### config.mk
export PLATFORM = sky130hd
export DESIGN_NAME = da_fir16
export DESIGN_NICKNAME = d
export VERILOG_FILES = /design/src/rtl/da_fir_pkg.sv /design/src/rtl/da_tap_line.sv /design/src/rtl/da_group_rom.sv /design/src/rtl/da_adder_tree.sv /design/src/rtl/da_accum.sv /design/src/rtl/da_fir16.sv
export SDC_FILE = /design/constraint.sdc
export NUM_CORES = 1
export LEC_CHECK = 0
export BUFFER_PORTS_ARGS = -buffer_cell sky130_fd_sc_hd__buf_2
export CORE_MARGIN = 3
export CORE_UTILIZATION = 61
export DETAILED_ROUTE_END_ITERATION = 16
export PLACE_DENSITY_LB_ADDON = 0.08
export SLEW_MARGIN = 0
export SYNTH_ARGS = -nofsm -noshare
export SYNTH_HDL_FRONTEND = slang
export SYNTH_HIERARCHICAL = 1
export SYNTH_SLANG_ARGS = --single-unit
export TNS_END_PERCENT = 1
### constraint.sdc
create_clock -name clk -period 5.7 [get_ports clk]
set_input_delay 1.14 -clock clk [delete_from_list [all_inputs] [get_ports clk]]
set_output_delay 1.14 -clock clk [all_outputs]
set_load 0.005 [all_outputs]
### src/rtl/da_fir_pkg.sv
package da_fir_pkg;

  // Per-cycle bit-slice tag that travels alongside the data through the pipeline
  typedef struct packed {
    logic       valid;
    logic       first;
    logic       last;
    logic [4:0] bitpos;
  } da_tag_t;

  // Scale a partial sum by 2^b; the sign-bit slice is subtracted
  function automatic longint weigh(input longint part, input int b, input bit neg);
    longint s;
    s = part <<< b;
    return neg ? -s : s;
  endfunction

endpackage

### src/rtl/da_tap_line.sv
module da_tap_line #(
  parameter int TAPS = 16,
  parameter int IN_W = 12,
  localparam int BW  = $clog2(IN_W)
) (
  input  logic                   clk,
  input  logic                   rst,
  input  logic                   shift_en,
  input  logic signed [IN_W-1:0] sample_in,
  input  logic [BW-1:0]          bit_sel,
  output logic [TAPS-1:0]        slice
);

  logic signed [IN_W-1:0] taps [TAPS];

  always_ff @(posedge clk) begin
    if (rst) begin
      for (int k = 0; k < TAPS; k++) taps[k] <= '0;
    end else if (shift_en) begin
      taps[0] <= sample_in;
      for (int k = 1; k < TAPS; k++) taps[k] <= taps[k-1];
    end
  end

  always_comb begin
    for (int k = 0; k < TAPS; k++) slice[k] = taps[k][bit_sel];
  end

  // an accepted sample pushes the newest stored sample one place down
  a_r7_shift: assert property (@(posedge clk) disable iff (rst)
    shift_en |=> taps[1] == $past(taps[0]));

  // without acceptance the newest stored sample is untouched
  a_r3_hold: assert property (@(posedge clk) disable iff (rst)
    !shift_en |=> taps[0] == $past(taps[0]));

endmodule

### src/rtl/da_group_rom.sv
module da_group_rom #(
  parameter int GW     = 4,
  parameter int COEF_W = 12,
  parameter int PS_W   = 17,
  parameter logic signed [GW-1:0][COEF_W-1:0] GCOEF = '0,
  parameter bit MIRROR = 1'b0
) (
  input  logic [GW-1:0]          addr,
  output logic signed [PS_W-1:0] psum
);

  localparam int DEPTH = 2 ** GW;

  logic signed [PS_W-1:0] rom [DEPTH];
  logic [GW-1:0]          idx;

  // Entry e = sum of the group's coefficients whose bit is set in e
  always_comb begin
    for (int e = 0; e < DEPTH; e++) begin
      rom[e] = '0;
      for (int i = 0; i < GW; i++)
        if (e[i]) rom[e] = rom[e] + PS_W'(signed'(GCOEF[i]));
    end
  end

  // A mirrored group reads its partner's table with the address reversed
  always_comb begin
    for (int i = 0; i < GW; i++) idx[i] = MIRROR ? addr[GW-1-i] : addr[i];
  end

  assign psum = rom[idx];

endmodule

### src/rtl/da_adder_tree.sv
module da_adder_tree
  import da_fir_pkg::*;
#(
  parameter int LEAVES = 4,
  parameter int W      = 17
) (
  input  logic                clk,
  input  logic                rst,
  input  logic signed [W-1:0] leaf [LEAVES],
  input  da_tag_t             tag_in,
  output logic signed [W-1:0] total,
  output da_tag_t             tag_out
);

  localparam int LV = $clog2(LEAVES);

  for (genvar l = 0; l <= LV; l++) begin : lvl
    localparam int N = LEAVES >> l;
    logic signed [W-1:0] s [N];
    da_tag_t             t;
    if (l == 0) begin : g_leaf
      always_ff @(posedge clk) begin
        if (rst) begin
          for (int i = 0; i < N; i++) s[i] <= '0;
          t <= '0;
        end else begin
          for (int i = 0; i < N; i++) s[i] <= leaf[i];
          t <= tag_in;
        end
      end
    end else begin : g_add
      always_ff @(posedge clk) begin
        if (rst) begin
          for (int i = 0; i < N; i++) s[i] <= '0;
          t <= '0;
        end else begin
          for (int i = 0; i < N; i++) s[i] <= lvl[l-1].s[2*i] + lvl[l-1].s[2*i+1];
          t <= lvl[l-1].t;
        end
      end
    end
  end

  assign total   = lvl[LV].s[0];
  assign tag_out = lvl[LV].t;

endmodule

### src/rtl/da_accum.sv
module da_accum
  import da_fir_pkg::*;
#(
  parameter int W     = 17,
  parameter int ACC_W = 29,
  parameter int IN_W  = 12,
  parameter int DROP  = 10,
  localparam int OW   = ACC_W - DROP
) (
  input  logic                 clk,
  input  logic                 rst,
  input  logic signed [W-1:0]  total,
  input  da_tag_t              tag,
  output logic                 out_valid,
  output logic signed [OW-1:0] out_sample
);

  logic signed [ACC_W-1:0] acc, term, acc_next;

  always_comb begin
    term     = ACC_W'(weigh(longint'(total), int'(tag.bitpos), tag.bitpos == 5'(IN_W-1)));
    acc_next = tag.first ? term : acc + term;
  end

  always_ff @(posedge clk) begin
    if (rst) begin
      acc        <= '0;
      out_valid  <= 1'b0;
      out_sample <= '0;
    end else begin
      out_valid <= tag.valid && tag.last;
      if (tag.valid) acc <= acc_next;
      if (tag.valid && tag.last) out_sample <= OW'(acc_next >>> DROP);
    end
  end

  // bit slices arrive in unbroken ascending order within a sample
  a_r4_bit_order: assert property (@(posedge clk) disable iff (rst)
    (tag.valid && !tag.first) |-> ($past(tag.valid) && ($past(tag.bitpos) + 5'd1 == tag.bitpos)));

  // output pulse lasts a single cycle
  a_r4_single_pulse: assert property (@(posedge clk) disable iff (rst)
    out_valid |=> !out_valid);

  // output word only changes together with a pulse
  a_r8_hold: assert property (@(posedge clk) disable iff (rst)
    !out_valid |-> $stable(out_sample));

endmodule

### src/rtl/da_fir16.sv
module da_fir16
  import da_fir_pkg::*;
#(
  parameter int TAPS      = 16,
  parameter int IN_W      = 12,
  parameter int COEF_W    = 12,
  parameter int GW        = 4,
  parameter int DROP      = 10,
  parameter bit SYMMETRIC = 1'b1,
  parameter logic signed [TAPS-1:0][COEF_W-1:0] COEFS = {
    -12'sd12, -12'sd31, 12'sd18, 12'sd95, 12'sd44, -12'sd210, 12'sd390, 12'sd1500,
    12'sd1500, 12'sd390, -12'sd210, 12'sd44, 12'sd95, 12'sd18, -12'sd31, -12'sd12},
  localparam int ACC_W    = COEF_W + IN_W + $clog2(TAPS) + 1,
  localparam int OUT_W    = ACC_W - DROP
) (
  input  logic                    clk,
  input  logic                    rst,
  input  logic                    in_valid,
  input  logic signed [IN_W-1:0]  in_sample,
  output logic                    in_ready,
  output logic                    out_valid,
  output logic signed [OUT_W-1:0] out_sample
);

  localparam int NG   = TAPS / GW;
  localparam int BW   = $clog2(IN_W);
  localparam int PS_W = COEF_W + $clog2(TAPS) + 1;

  logic          busy;
  logic [BW-1:0] bit_cnt;
  logic          accept;
  logic [TAPS-1:0] slice;
  da_tag_t       tag_issue, tag_sum;
  logic signed [PS_W-1:0] leaf [NG];
  logic signed [PS_W-1:0] total;

  assign in_ready = !busy;
  assign accept   = in_valid && !busy;

  // Bit-serial sequencer: one bit position per cycle
  always_ff @(posedge clk) begin
    if (rst) begin
      busy    <= 1'b0;
      bit_cnt <= '0;
    end else if (accept) begin
      busy    <= 1'b1;
      bit_cnt <= '0;
    end else if (busy) begin
      if (bit_cnt == BW'(IN_W-1)) begin
        busy    <= 1'b0;
        bit_cnt <= '0;
      end else begin
        bit_cnt <= bit_cnt + 1'b1;
      end
    end
  end

  always_comb begin
    tag_issue.valid  = busy;
    tag_issue.first  = (bit_cnt == '0);
    tag_issue.last   = (bit_cnt == BW'(IN_W-1));
    tag_issue.bitpos = 5'(bit_cnt);
  end

  da_tap_line #(.TAPS(TAPS), .IN_W(IN_W)) u_taps (
    .clk(clk), .rst(rst), .shift_en(accept), .sample_in(in_sample),
    .bit_sel(bit_cnt), .slice(slice)
  );

  for (genvar g = 0; g < NG; g++) begin : grp
    localparam bit SHARE = SYMMETRIC && (g >= NG / 2);
    localparam int SRC   = SHARE ? (NG - 1 - g) : g;
    da_group_rom #(
      .GW(GW), .COEF_W(COEF_W), .PS_W(PS_W),
      .GCOEF(COEFS[SRC*GW +: GW]), .MIRROR(SHARE)
    ) u_rom (
      .addr(slice[g*GW +: GW]), .psum(leaf[g])
    );
  end

  da_adder_tree #(.LEAVES(NG), .W(PS_W)) u_tree (
    .clk(clk), .rst(rst), .leaf(leaf), .tag_in(tag_issue),
    .total(total), .tag_out(tag_sum)
  );

  da_accum #(.W(PS_W), .ACC_W(ACC_W), .IN_W(IN_W), .DROP(DROP)) u_acc (
    .clk(clk), .rst(rst), .total(total), .tag(tag_sum),
    .out_valid(out_valid), .out_sample(out_sample)
  );

  // taking a sample makes the filter busy on the next cycle
  a_r2_busy_after_accept: assert property (@(posedge clk) disable iff (rst)
    accept |=> !in_ready);

  // bit counter never leaves the sample's bit range
  a_r2_bitcnt_range: assert property (@(posedge clk) disable iff (rst)
    bit_cnt <= BW'(IN_W-1));

endmodule

==> flow_metrics.env, run 1 <==
export IMPL_antenna_found_initial=0
export IMPL_hold_start="u_tree/lvl[1].t[4]"
export IMPL_worstReg2RegEnd="u_acc/acc[26]"
export IMPL_hold_viol_final=0
export IMPL_dp_slack_ps=-10.1
export IMPL_first_iter_violations=995
export IMPL_grt_pass1_wl_um=75800
export IMPL_leakage_nw=9.37
export IMPL_ys_warnings_count=6
export IMPL_synth_edf_count=192
export IMPL_die_h_um=194
export IMPL_row_count=68
export IMPL_cp_end_kind="register"
export IMPL_ioPinCount=36
export IMPL_place_gp_congestion=0.918
export IMPL_synth_main_ff_cell="dfxtp_1"
export IMPL_die_w_um=194
export IMPL_peakVddDrop_mv=0.269
export IMPL_avgSynthCellArea_um2=10.3
export IMPL_hold_path_depth=1
export IMPL_instances_no_fill=2573
export IMPL_period_needed_ps=5320
export IMPL_cellPowerDensity_nw_per_um2=336
export IMPL_dpl_cell_area_um2=21900
export IMPL_ys_async_sr_fraction_pct=0
export IMPL_track_usage_pct=24.4
export IMPL_dp_hpwl_um=32100
export IMPL_area_delta_synth_final_pct=8.53
export IMPL_initial_core_util_pct=62.3
export IMPL_worstSkewPairLatency_ps=570
export IMPL_setup_viol=0
export IMPL_min_delay_worst_endpoint="u_tree/tag_out[4]"
export IMPL_syn_nets=2232
export IMPL_hold_buffers=0
export IMPL_grt_pass1_vias=14800
export IMPL_cts_tree="done"
export IMPL_placedCellCount=2485
export IMPL_cts_max_level=2
export IMPL_r2r_start="u_tree/tag_out[1]"
export IMPL_timing_final_max_slew_violations=0
export IMPL_maxCapViolations=0
export IMPL_mostFrequentLayoutCell="nor2b_1"
export IMPL_yosysSeqAreaShare_pct=44.8
export IMPL_grt_max_degree=193
export IMPL_synth_distinct_cells=84
export IMPL_crit_type="register to register"
export IMPL_crit_required_ps=6110
export IMPL_slew_headroom_pct=21.9
export IMPL_fmax_mhz=188
export IMPL_setup_ws_ps=382
export IMPL_critPathLaunchType="register"
export IMPL_max_slew_worst_pin_slew_ps=1160
export IMPL_dr_total_vias=15200
export IMPL_drive_above_1_share_pct=13.1
export IMPL_syn_cell_area_um2=21700
export IMPL_tns_ps=0
export IMPL_port_buffers=35
export IMPL_synth_seq_cells=389
export IMPL_drtPass1Iterations=5
export IMPL_crit_fanout=8
export IMPL_rsz0062_at_grt="false"
export IMPL_layout_cells_most_common_list="nor2b_1, dfxtp_1, edfxtp_1"
export IMPL_fin_nets=2215
export IMPL_drcViolationCount=0
export IMPL_core_area_um2=34800
export IMPL_viasPerCell=5.89
export IMPL_gr_total_overflow=0
export IMPL_ant_nets=0
export IMPL_r2r_setup_slack_ps=380
export IMPL_skew_ps=21.3
export IMPL_cts_buffer_depth=3
export IMPL_diodes=0
export IMPL_numCtsBuffers=42
export IMPL_fin_crit_sh_pct=93.3
export IMPL_cp_arrival_ps=5730
export IMPL_cts_root_buf="clkbuf_16"
export IMPL_wirelength_um=46500
export IMPL_die_area_um2=37800
export IMPL_clock_sinks=389
export IMPL_syn_instance_count=2103
export IMPL_final_core_util_pct=67.6
export IMPL_final_area_um2=23500
export IMPL_r2r_cells=20
export IMPL_outcome="completed"
export IMPL_drt_wirelength_per_cell_um=18.1
export IMPL_cts_clk_slew_worst_paths_ps=60
export IMPL_hp_class="register to register"
how the worst max path moves through the flow:
stage | start | to | slack [ps] | cells after the start
floorplan | u_tree/tag_out[1] | u_acc/out_sample[16] | 870 | 21
finish | u_tree/tag_out[1] | u_acc/acc[26] | 380 | 20
CTS | u_tree/tag_out[1] | u_acc/acc[26] | 110 | 19
global route | u_tree/tag_out[2] | u_acc/acc[26] | 7 | 20
global placement | u_tree/tag_out[1] | u_acc/acc[26] | 170 | 20
detailed placement | u_tree/tag_out[1] | u_acc/acc[26] | -10 | 20
routing by layer:
layer  routed length [µm]  GRT usage (%)  part of all wire, %
met1                21000           32.9                   45
met2                22500           41.0                   48
met3                 1870           3.59                  4.0
met4                 1230           8.06                  2.7
met5                    0              0                    0
layout make-up:
| class | count | area (µm²) |
|---|---|---|
| Inverter | 50 | 191 |
| Sequential cell | 389 | 9720 |
| Clock inverter | 16 | 204 |
| Tap cell | 455 | 569 |
| Timing Repair Buffer | 83 | 586 |
| Multi-Input combinational cell | 1520 | 11000 |
| Fill cell | 2711 | 11300 |
| Clock buffer | 60 | 1210 |
kinds of logic (layout without fill, tap and decap cells):
logic type	count (synthesis)	after routing	share of synthesized area, %
buffers and inverters	194	209	4.61
flip-flops	389	389	44.8
other	3	3	0.0520
XOR/XNOR	65	65	2.63
AO/OA/AOI/OAI	446	446	13.2
AND/OR/NAND/NOR	747	747	18.1
adder cells (fa/ha/maj)	114	114	6.72
multiplexers	145	145	9.84
repair_timing:
item | CTS | global route
gates resized for setup | 1 | 14
endpoints found under the setup margin | 2 | 12
pin swaps | 0 | 2
cloned | 0 | 0
setup buffers | 0 | 12
stage by stage:
stage	hold WS [ps]	power (W)
finish	432	0.00791
global route	451	0.00831
CTS	434	0.00794
detailed placement	420	0.00517
global placement	416	0.00514
floorplan	414	0.00480
worst max-delay path, cell delays in order, from the launching register on:
cell and delay (ps):
dfxtp_4 440, buf_12 140, mux2i_1 430, mux4_2 410, a21oi_1 120, nor4_4 340, a41oi_4 220, nor4_4 340
nand2b_1 160, xor2_1 250, ha_1 340, a21o_1 210, a21o_1 170, a21oi_1 200, nor2b_1 70, a311o_1 370
a221o_1 340, a31oi_2 260, nor4_1 100, a31oi_1 160, o41ai_1 100
flip-flops by register name (all words and copies together), names as in the netlist:
register and count:
u_acc/acc 29, busy 1, u_taps/taps 192, u_acc/out_sample 19, u_acc/out_valid 1, u_tree/tag_out 8
u_tree/lvl.s 119, u_tree/lvl.t 16, bit_cnt 4
power by group:
part           internal (W)  switching, W  leakage (nW)  total, W
registers           0.00322      0.000178          3.69   0.00340
clock network       0.00163       0.00111         0.690   0.00274
logic              0.000752       0.00102          4.99   0.00177
total               0.00560       0.00231          9.37   0.00791
cells in the mapped netlist, types with 18 or more instances:
cell type / instances / area share (%)
nor2b_1: 204 / 5.9
dfxtp_1: 197 / 18
edfxtp_1: 192 / 27
nor2_1: 175 / 3.0
and2_1: 134 / 3.9
a21oi_1: 122 / 2.8
nand2_1: 121 / 2.1
ha_1: 110 / 6.4
o21ai_0: 89 / 2.1
clkbuf_1: 68 / 1.2
mux2_2: 56 / 2.9
inv_1: 48 / 0.83
mux2i_1: 41 / 1.9
xnor2_1: 40 / 1.6
a211oi_1: 38 / 1.3
buf_4: 33 / 1.1
mux4_2: 30 / 3.1
xor2_1: 25 / 1.0
o31ai_1: 24 / 0.83
a31oi_1: 23 / 0.66
nand3_1: 23 / 0.53
o22ai_1: 22 / 0.64
a21o_1: 21 / 0.73
buf_2: 18 / 0.42
nor3_1: 18 / 0.42
No activity file was read; power rests on OpenSTA's default activity.
==> run 2: changes to the inputs <==
- CORE_UTILIZATION: 61 -> 58
- clock period: 5.7 -> 4.6 ns (I/O delays scaled with it)
==> run 2 against run 1 <==
  * The flow now finishes with violations (negative setup slack)
  * Critical path depth unchanged
  * Worst hold slack barely moved
  * Critical endpoint unchanged
  * Setup slack worse by 850 ps
  * Clock power up 27%
  * First-iteration DRC count fell by 15%
  * Final area increased by 6.1%
==> flow_metrics.env, run 2 (synthesis gave the netlist of run 1 again) <==
export IMPL_outcome="complete, but fails checks"
export IMPL_violations="negative setup slack"
export IMPL_cts_clk_slew_worst_paths_ps=60
export IMPL_layout_cells_most_common_list="nor2b_1, dfxtp_1, edfxtp_1"
export IMPL_hold_viol_final=0
export IMPL_timing_final_max_slew_violations=0
export IMPL_largest_reg_flops=192
export IMPL_largest_register="u_taps/taps"
export IMPL_cpMostUsedCell="buf_4"
export IMPL_fill_cells=2819
export IMPL_cp_arrival_ps=5490
export IMPL_fin_crit_sh_pct=110
export IMPL_critPathLaunchType="register"
export IMPL_reg_top3="u_taps/taps (192), u_tree/lvl.s (119), u_acc/acc (29)"
export IMPL_die_w_um=199
export IMPL_first_iter_violations=841
export IMPL_instances_no_fill=2736
export IMPL_viasPerCell=5.77
export IMPL_fmax_mhz=197
export IMPL_skew_ps=18.0
export IMPL_gr_total_overflow=0
export IMPL_swShare_pct=29.6
export IMPL_cts_buffer_depth=3
export IMPL_cellPowerDensity_nw_per_um2=414
export IMPL_drt_wirelength_per_cell_um=17.9
export IMPL_cp_end_kind="register"
export IMPL_numCtsBuffers=43
export IMPL_area_delta_synth_final_pct=15.2
export IMPL_antenna_found_initial=0
export IMPL_dp_slack_ps=-399
export IMPL_internal_power_w=0.00728
export IMPL_worstSkewPairLatency_ps=580
export IMPL_diodes=0
export IMPL_mostFrequentLayoutCell="nor2b_1"
export IMPL_slowest_stage="mux4_2"
export IMPL_crit_type="register to register"
export IMPL_ioPinCount=36
export IMPL_crit_required_ps=5030
export IMPL_multi_input_area_um2=11300
export IMPL_port_buffers=35
export IMPL_maxCapViolations=0
export IMPL_cts_tree="done"
export IMPL_peakVddDrop_mv=0.376
export IMPL_fin_nets=2364
export IMPL_place_gp_congestion=0.945
export IMPL_p_sw_w=0.00306
export IMPL_leakage_nw=10.2
export IMPL_crit_fanout=6
export IMPL_final_core_util_pct=68.0
export IMPL_grt_pass1_vias=15500
export IMPL_hp_class="register to register"
export IMPL_placedCellCount=2645
export IMPL_clkPwrFrac_pct=33.5
export IMPL_drive_above_1_share_pct=20.2
export IMPL_dr_total_vias=15800
export IMPL_cts_max_level=2
export IMPL_initial_core_util_pct=59.0
export IMPL_track_usage_pct=24.6
export IMPL_setup_viol=16
export IMPL_row_count=70
export IMPL_tns_ps=-3050
export IMPL_drcViolationCount=0
export IMPL_grt_pass1_wl_um=78800
export IMPL_drtPass1Iterations=6
export IMPL_dp_hpwl_um=35200
export IMPL_die_area_um2=39700
export IMPL_ff_latch_area_um2=9720
export IMPL_wirelength_um=48900
export IMPL_die_h_um=199
export IMPL_seqPwrFrac_pct=40.4
export IMPL_core_area_um2=36700
export IMPL_clock_sinks=389
export IMPL_ant_nets=0
export IMPL_setup_ws_ps=-464
export IMPL_slew_headroom_pct=15.5
export IMPL_comb_power_share_pct=26.1
export IMPL_cts_root_buf="clkbuf_16"
export IMPL_crit_chain="buf_6 -> mux2i_1 -> buf_4 -> mux2i_2 -> mux4_2 -> nor4_4 -> a41oi_4 -> nor4_4 -> nand2b_4 -> xor2_2 -> ha_1 -> buf_4 -> buf_4 -> and4_1 -> a311o_1 -> a221o_1 -> a31oi_4 -> nor4_2 -> a31oi_1 -> o41ai_2"
export IMPL_period_needed_ps=5060
export IMPL_cp_slowest_stage_delay_ps=530
export IMPL_max_slew_worst_pin_slew_ps=1260
export IMPL_grt_max_degree=121
export IMPL_rsz0062_at_grt="true"
==> run 2: cell types whose count changed in the layout (fill, tap and decap cells not counted), moves of 4 or more <==
cell / before / now
o31ai_1: 23 / 19
clkbuf_8: 8 / 2
buf_4: 44 / 186
a21oi_2: 2 / 7
a21oi_1: 121 / 116
==> run 2: per-stage QoR <==
step                      total power (W)  cell area [µm²]  hold WS [ps]
after floorplan                   0.00595            21700           414
after global placement            0.00670            23100           417
after detailed placement          0.00675            23100           425
after CTS                          0.0103            24600           434
after global routing               0.0109            25000           451
final                              0.0103            25000           432
==> run 2: metal layers <==
layer | vias to the layer above | GRT usage (%) | part of all wire (%)
li1 | 7781 | - | -
met1 | 7602 | 32.8 | 45
met2 | 311 | 41.5 | 48
met3 | 81 | 3.86 | 4.1
met4 | 0 | 7.81 | 2.5
met5 | - | 0 | 0
==> run 2: cell type report <==
type	count	share of cell area [%]
Tap cell	468	2.35
Multi-Input combinational cell	1520	45.2
Clock buffer	54	4.52
Timing Repair Buffer	231	6.99
Clock inverter	24	1.22
Sequential cell	389	39.0
Inverter	50	0.752
==> run 2: worst paths after layout <==
path,start,to,slack [ps],cells after the start
setup / recovery,u_tree/tag_out[1],u_acc/acc[26],-460,20
hold / removal,u_tree/lvl[1].t[3],u_tree/tag_out[3],430,1
setup reg to reg,u_tree/tag_out[1],u_acc/acc[26],-460,20
hold reg to reg,u_tree/lvl[1].t[3],u_tree/tag_out[3],430,1
==> run 2: critical path: cells and delay by family (launching register included) <==
| kind | cells | cell delay (ps) |
|---|---|---|
| adders and majority gates | 1 | 260 |
| muxes | 3 | 800 |
| buffers and inverters | 4 | 550 |
| AOI/OAI and AO/OA | 6 | 1570 |
| xor gates and xnor gates | 1 | 150 |
| DFF | 1 | 400 |
| and+or+nand+nor | 5 | 1160 |
==> run 2: power groups by stage <==
stage	registers, W	clock network (W)	logic, W
floorplan	0.00416	0	0.00178
CTS	0.00418	0.00355	0.00255
finish	0.00418	0.00347	0.00270
global route	0.00421	0.00368	0.00296
global placement	0.00424	0	0.00246
detailed placement	0.00425	0	0.00250
==> run 2: what timing repair did <==
item | 4_1_cts | 5_1_grt
resized for setup | 17 | 46
hold buffers | 0 | 0
buffers inserted | 0 | 13
hold endpoints to repair | 0 | 0
setup endpoints to repair | 28 | 32
pin swaps | 0 | 24
==> run 3: changes to the inputs <==
- CELL_PAD_IN_SITES_DETAIL_PLACEMENT: default -> 1
- CELL_PAD_IN_SITES_GLOBAL_PLACEMENT: default -> 2
- CORE_UTILIZATION: 58 -> 39
==> run 3 against run 2 <==
  * The run still ends with negative setup slack left
  * Clock power rose by 5%
  * Power up 2.3%
  * Largest cell class unchanged
  * Sequential share of layout area fell by 0.72 points
  * Non-clock buffer count is 17 higher
  * Register-to-register slack improved by 200 ps
  * Combinational power grew 2%
  * Via count is 0.83% higher
  * Flip-flop and latch count did not move
  * Worst hold slack improved by 5.4 ps
  * Highest routed layer unchanged
==> flow_metrics.env, run 3 (synthesis gave the netlist of run 1 again) <==
export IMPL_outcome="complete, but fails checks"
export IMPL_violations="negative setup slack"
export IMPL_layout_cells_most_common_list="buf_4, nor2b_1, dfxtp_1, edfxtp_1, nor2_1"
export IMPL_antenna_found_initial=0
export IMPL_use_met1_pct=27.0
export IMPL_skew_ps=32.4
export IMPL_port_buffers=35
export IMPL_internal_power_w=0.00731
export IMPL_initial_core_util_pct=39.9
export IMPL_reg_top3="u_taps/taps (192), u_tree/lvl.s (119), u_acc/acc (29)"
export IMPL_fin_nets=2384
export IMPL_grtUsageMet3_pct=2.56
export IMPL_drtPass1Iterations=4
export IMPL_instances_no_fill=3032
export IMPL_peakVddDrop_mv=0.328
export IMPL_largest_reg_flops=192
export IMPL_slowest_stage="or4_4"
export IMPL_cts_root_buf="clkbuf_16"
export IMPL_period_needed_ps=4860
export IMPL_numCtsBuffers=46
export IMPL_dpl_cell_area_um2=23600
export IMPL_fmax_mhz=206
export IMPL_worstSkewPairLatency_ps=600
export IMPL_critPathLaunchType="register"
export IMPL_clkPwrFrac_pct=34.4
export IMPL_swShare_pct=30.9
export IMPL_setup_ws_ps=-260
export IMPL_crit_chain="buf_12 -> mux4_2 -> mux2_2 -> nor3_1 -> a31o_1 -> a41oi_4 -> or4_4 -> o21ai_2 -> xnor2_2 -> ha_4 -> a21oi_2 -> nor2b_1 -> a311o_1 -> a221o_1 -> a31oi_4 -> nor4_1 -> a31oi_1 -> o41ai_1"
export IMPL_cts_buffer_depth=3
export IMPL_cts_max_level=2
export IMPL_maxCapViolations=0
export IMPL_viasPerCell=5.25
export IMPL_dr_total_vias=15900
export IMPL_slew_headroom_pct=20.1
export IMPL_grt_use_met2_pct=32.9
export IMPL_crit_fanout=12
export IMPL_seqPwrFrac_pct=39.6
export IMPL_grt_pass1_wl_um=93300
export IMPL_gr_total_overflow=0
export IMPL_grt_max_degree=84
export IMPL_cp_top_family="compound AO/OA/AOI/OAI gates"
export IMPL_fin_crit_sh_pct=106
export IMPL_die_h_um=242
export IMPL_diodes=0
export IMPL_wirelength_um=57600
export IMPL_cp_end_kind="register"
export IMPL_placedCellCount=2942
export IMPL_timing_final_max_slew_violations=0
export IMPL_hold_ws_ps=437
export IMPL_crit_required_ps=5060
export IMPL_grt_pass1_vias=16800
export IMPL_p_sw_w=0.00327
export IMPL_dp_slack_ps=-621
export IMPL_cts_tree="done"
export IMPL_track_usage_pct=19.6
export IMPL_tns_ps=-1750
export IMPL_drcViolationCount=0
export IMPL_comb_power_share_pct=26.0
export IMPL_busiest_layer="met2"
export IMPL_clock_sinks=389
export IMPL_drt_wirelength_per_cell_um=19.0
export IMPL_leakage_nw=10.2
export IMPL_die_w_um=242
export IMPL_ant_nets=0
export IMPL_largest_register="u_taps/taps"
export IMPL_crit_buf_inv=1
export IMPL_area_delta_synth_final_pct=17.4
export IMPL_mostFrequentLayoutCell="buf_4"
export IMPL_setup_viol=14
export IMPL_ioPinCount=36
export IMPL_cellPowerDensity_nw_per_um2=416
export IMPL_crit_type="register to register"
export IMPL_hold_viol_final=0
export IMPL_final_area_um2=25400
export IMPL_cp_arrival_ps=5320
export IMPL_drive_above_1_share_pct=21.0
export IMPL_place_gp_congestion=0.859
export IMPL_cp_slowest_stage_delay_ps=630
export IMPL_row_count=85
export IMPL_cts_clk_slew_worst_paths_ps=60
export IMPL_first_iter_violations=776
export IMPL_hp_class="register to register"
export IMPL_core_area_um2=54300
export IMPL_dp_hpwl_um=41700
export IMPL_rsz0062_at_grt="true"
export IMPL_max_slew_worst_pin_slew_ps=1200
export IMPL_die_area_um2=58400
[run 3: final timing paths]
| path | cells after the start | endpoint | slack (ps) | start |
|---|---|---|---|---|
| worst max-delay path | 18 | u_acc/acc[26] | -260 | u_tree/tag_out[1] |
| worst max register to register | 18 | u_acc/acc[26] | -260 | u_tree/tag_out[1] |
| worst min-delay path | 1 | u_tree/lvl[1].t[0] | 440 | u_tree/lvl[0].t[0] |
| worst min register to register | 1 | u_tree/lvl[1].t[0] | 440 | u_tree/lvl[0].t[0] |
[run 3: power by group through the flow]
| stage | combinational, W | clock (W) | sequential (W) |
|---|---|---|---|
| after floorplan | 0.00178 | 0 | 0.00416 |
| after global placement | 0.00263 | 0 | 0.00425 |
| after detailed placement | 0.00267 | 0 | 0.00426 |
| after CTS | 0.00272 | 0.00376 | 0.00419 |
| after global routing | 0.00306 | 0.00390 | 0.00423 |
| final | 0.00275 | 0.00363 | 0.00419 |
[run 3: area by class of cell]
class                   count  area (µm²)
multi-input cells        1520       11200
inverters                  50         188
well taps                 739         925
repair buffers            248        1850
flip-flops and latches    389        9720
fillers                  5919       28900
clock inverters            31         330
clock buffers              55        1190
[run 3: stage by stage]
stage | utilization [%] | power [W]
finish | 46.8 | 0.0106
detailed placement | 43.5 | 0.00693
global route | 46.8 | 0.0112
floorplan | - | 0.00595
global placement | 43.5 | 0.00687
CTS | 46.5 | 0.0107
[run 3: what timing repair did]
| item | CTS | global route |
|---|---|---|
| cloned | 0 | 0 |
| hold buffers | 0 | 0 |
| buffers inserted | 2 | 2 |
| resized for setup | 24 | 24 |
| setup endpoints to repair | 31 | 32 |
| pin swaps | 1 | 8 |
[run 3: worst reg2reg max path, stage by stage, from the launching register on]
cell     delay (ps)
dfxtp_4         380
buf_12          170
mux4_2          550
mux2_2          300
nor3_1          230
a31o_1          220
a41oi_4         220
or4_4           640
o21ai_2         180
xnor2_2         170
ha_4            260
a21oi_2         140
nor2b_1          60
a311o_1         370
a221o_1         370
a31oi_4         170
nor4_1           80
a31oi_1         160
o41ai_1          90
[run 3: routing by layer]
layer / wire length [µm] / vias to the layer above
met5: 0 / -
met2: 27100 / 128
met3: 1390 / 65
met1: 28000 / 7917
li1: - / 7796
met4: 1080 / 0
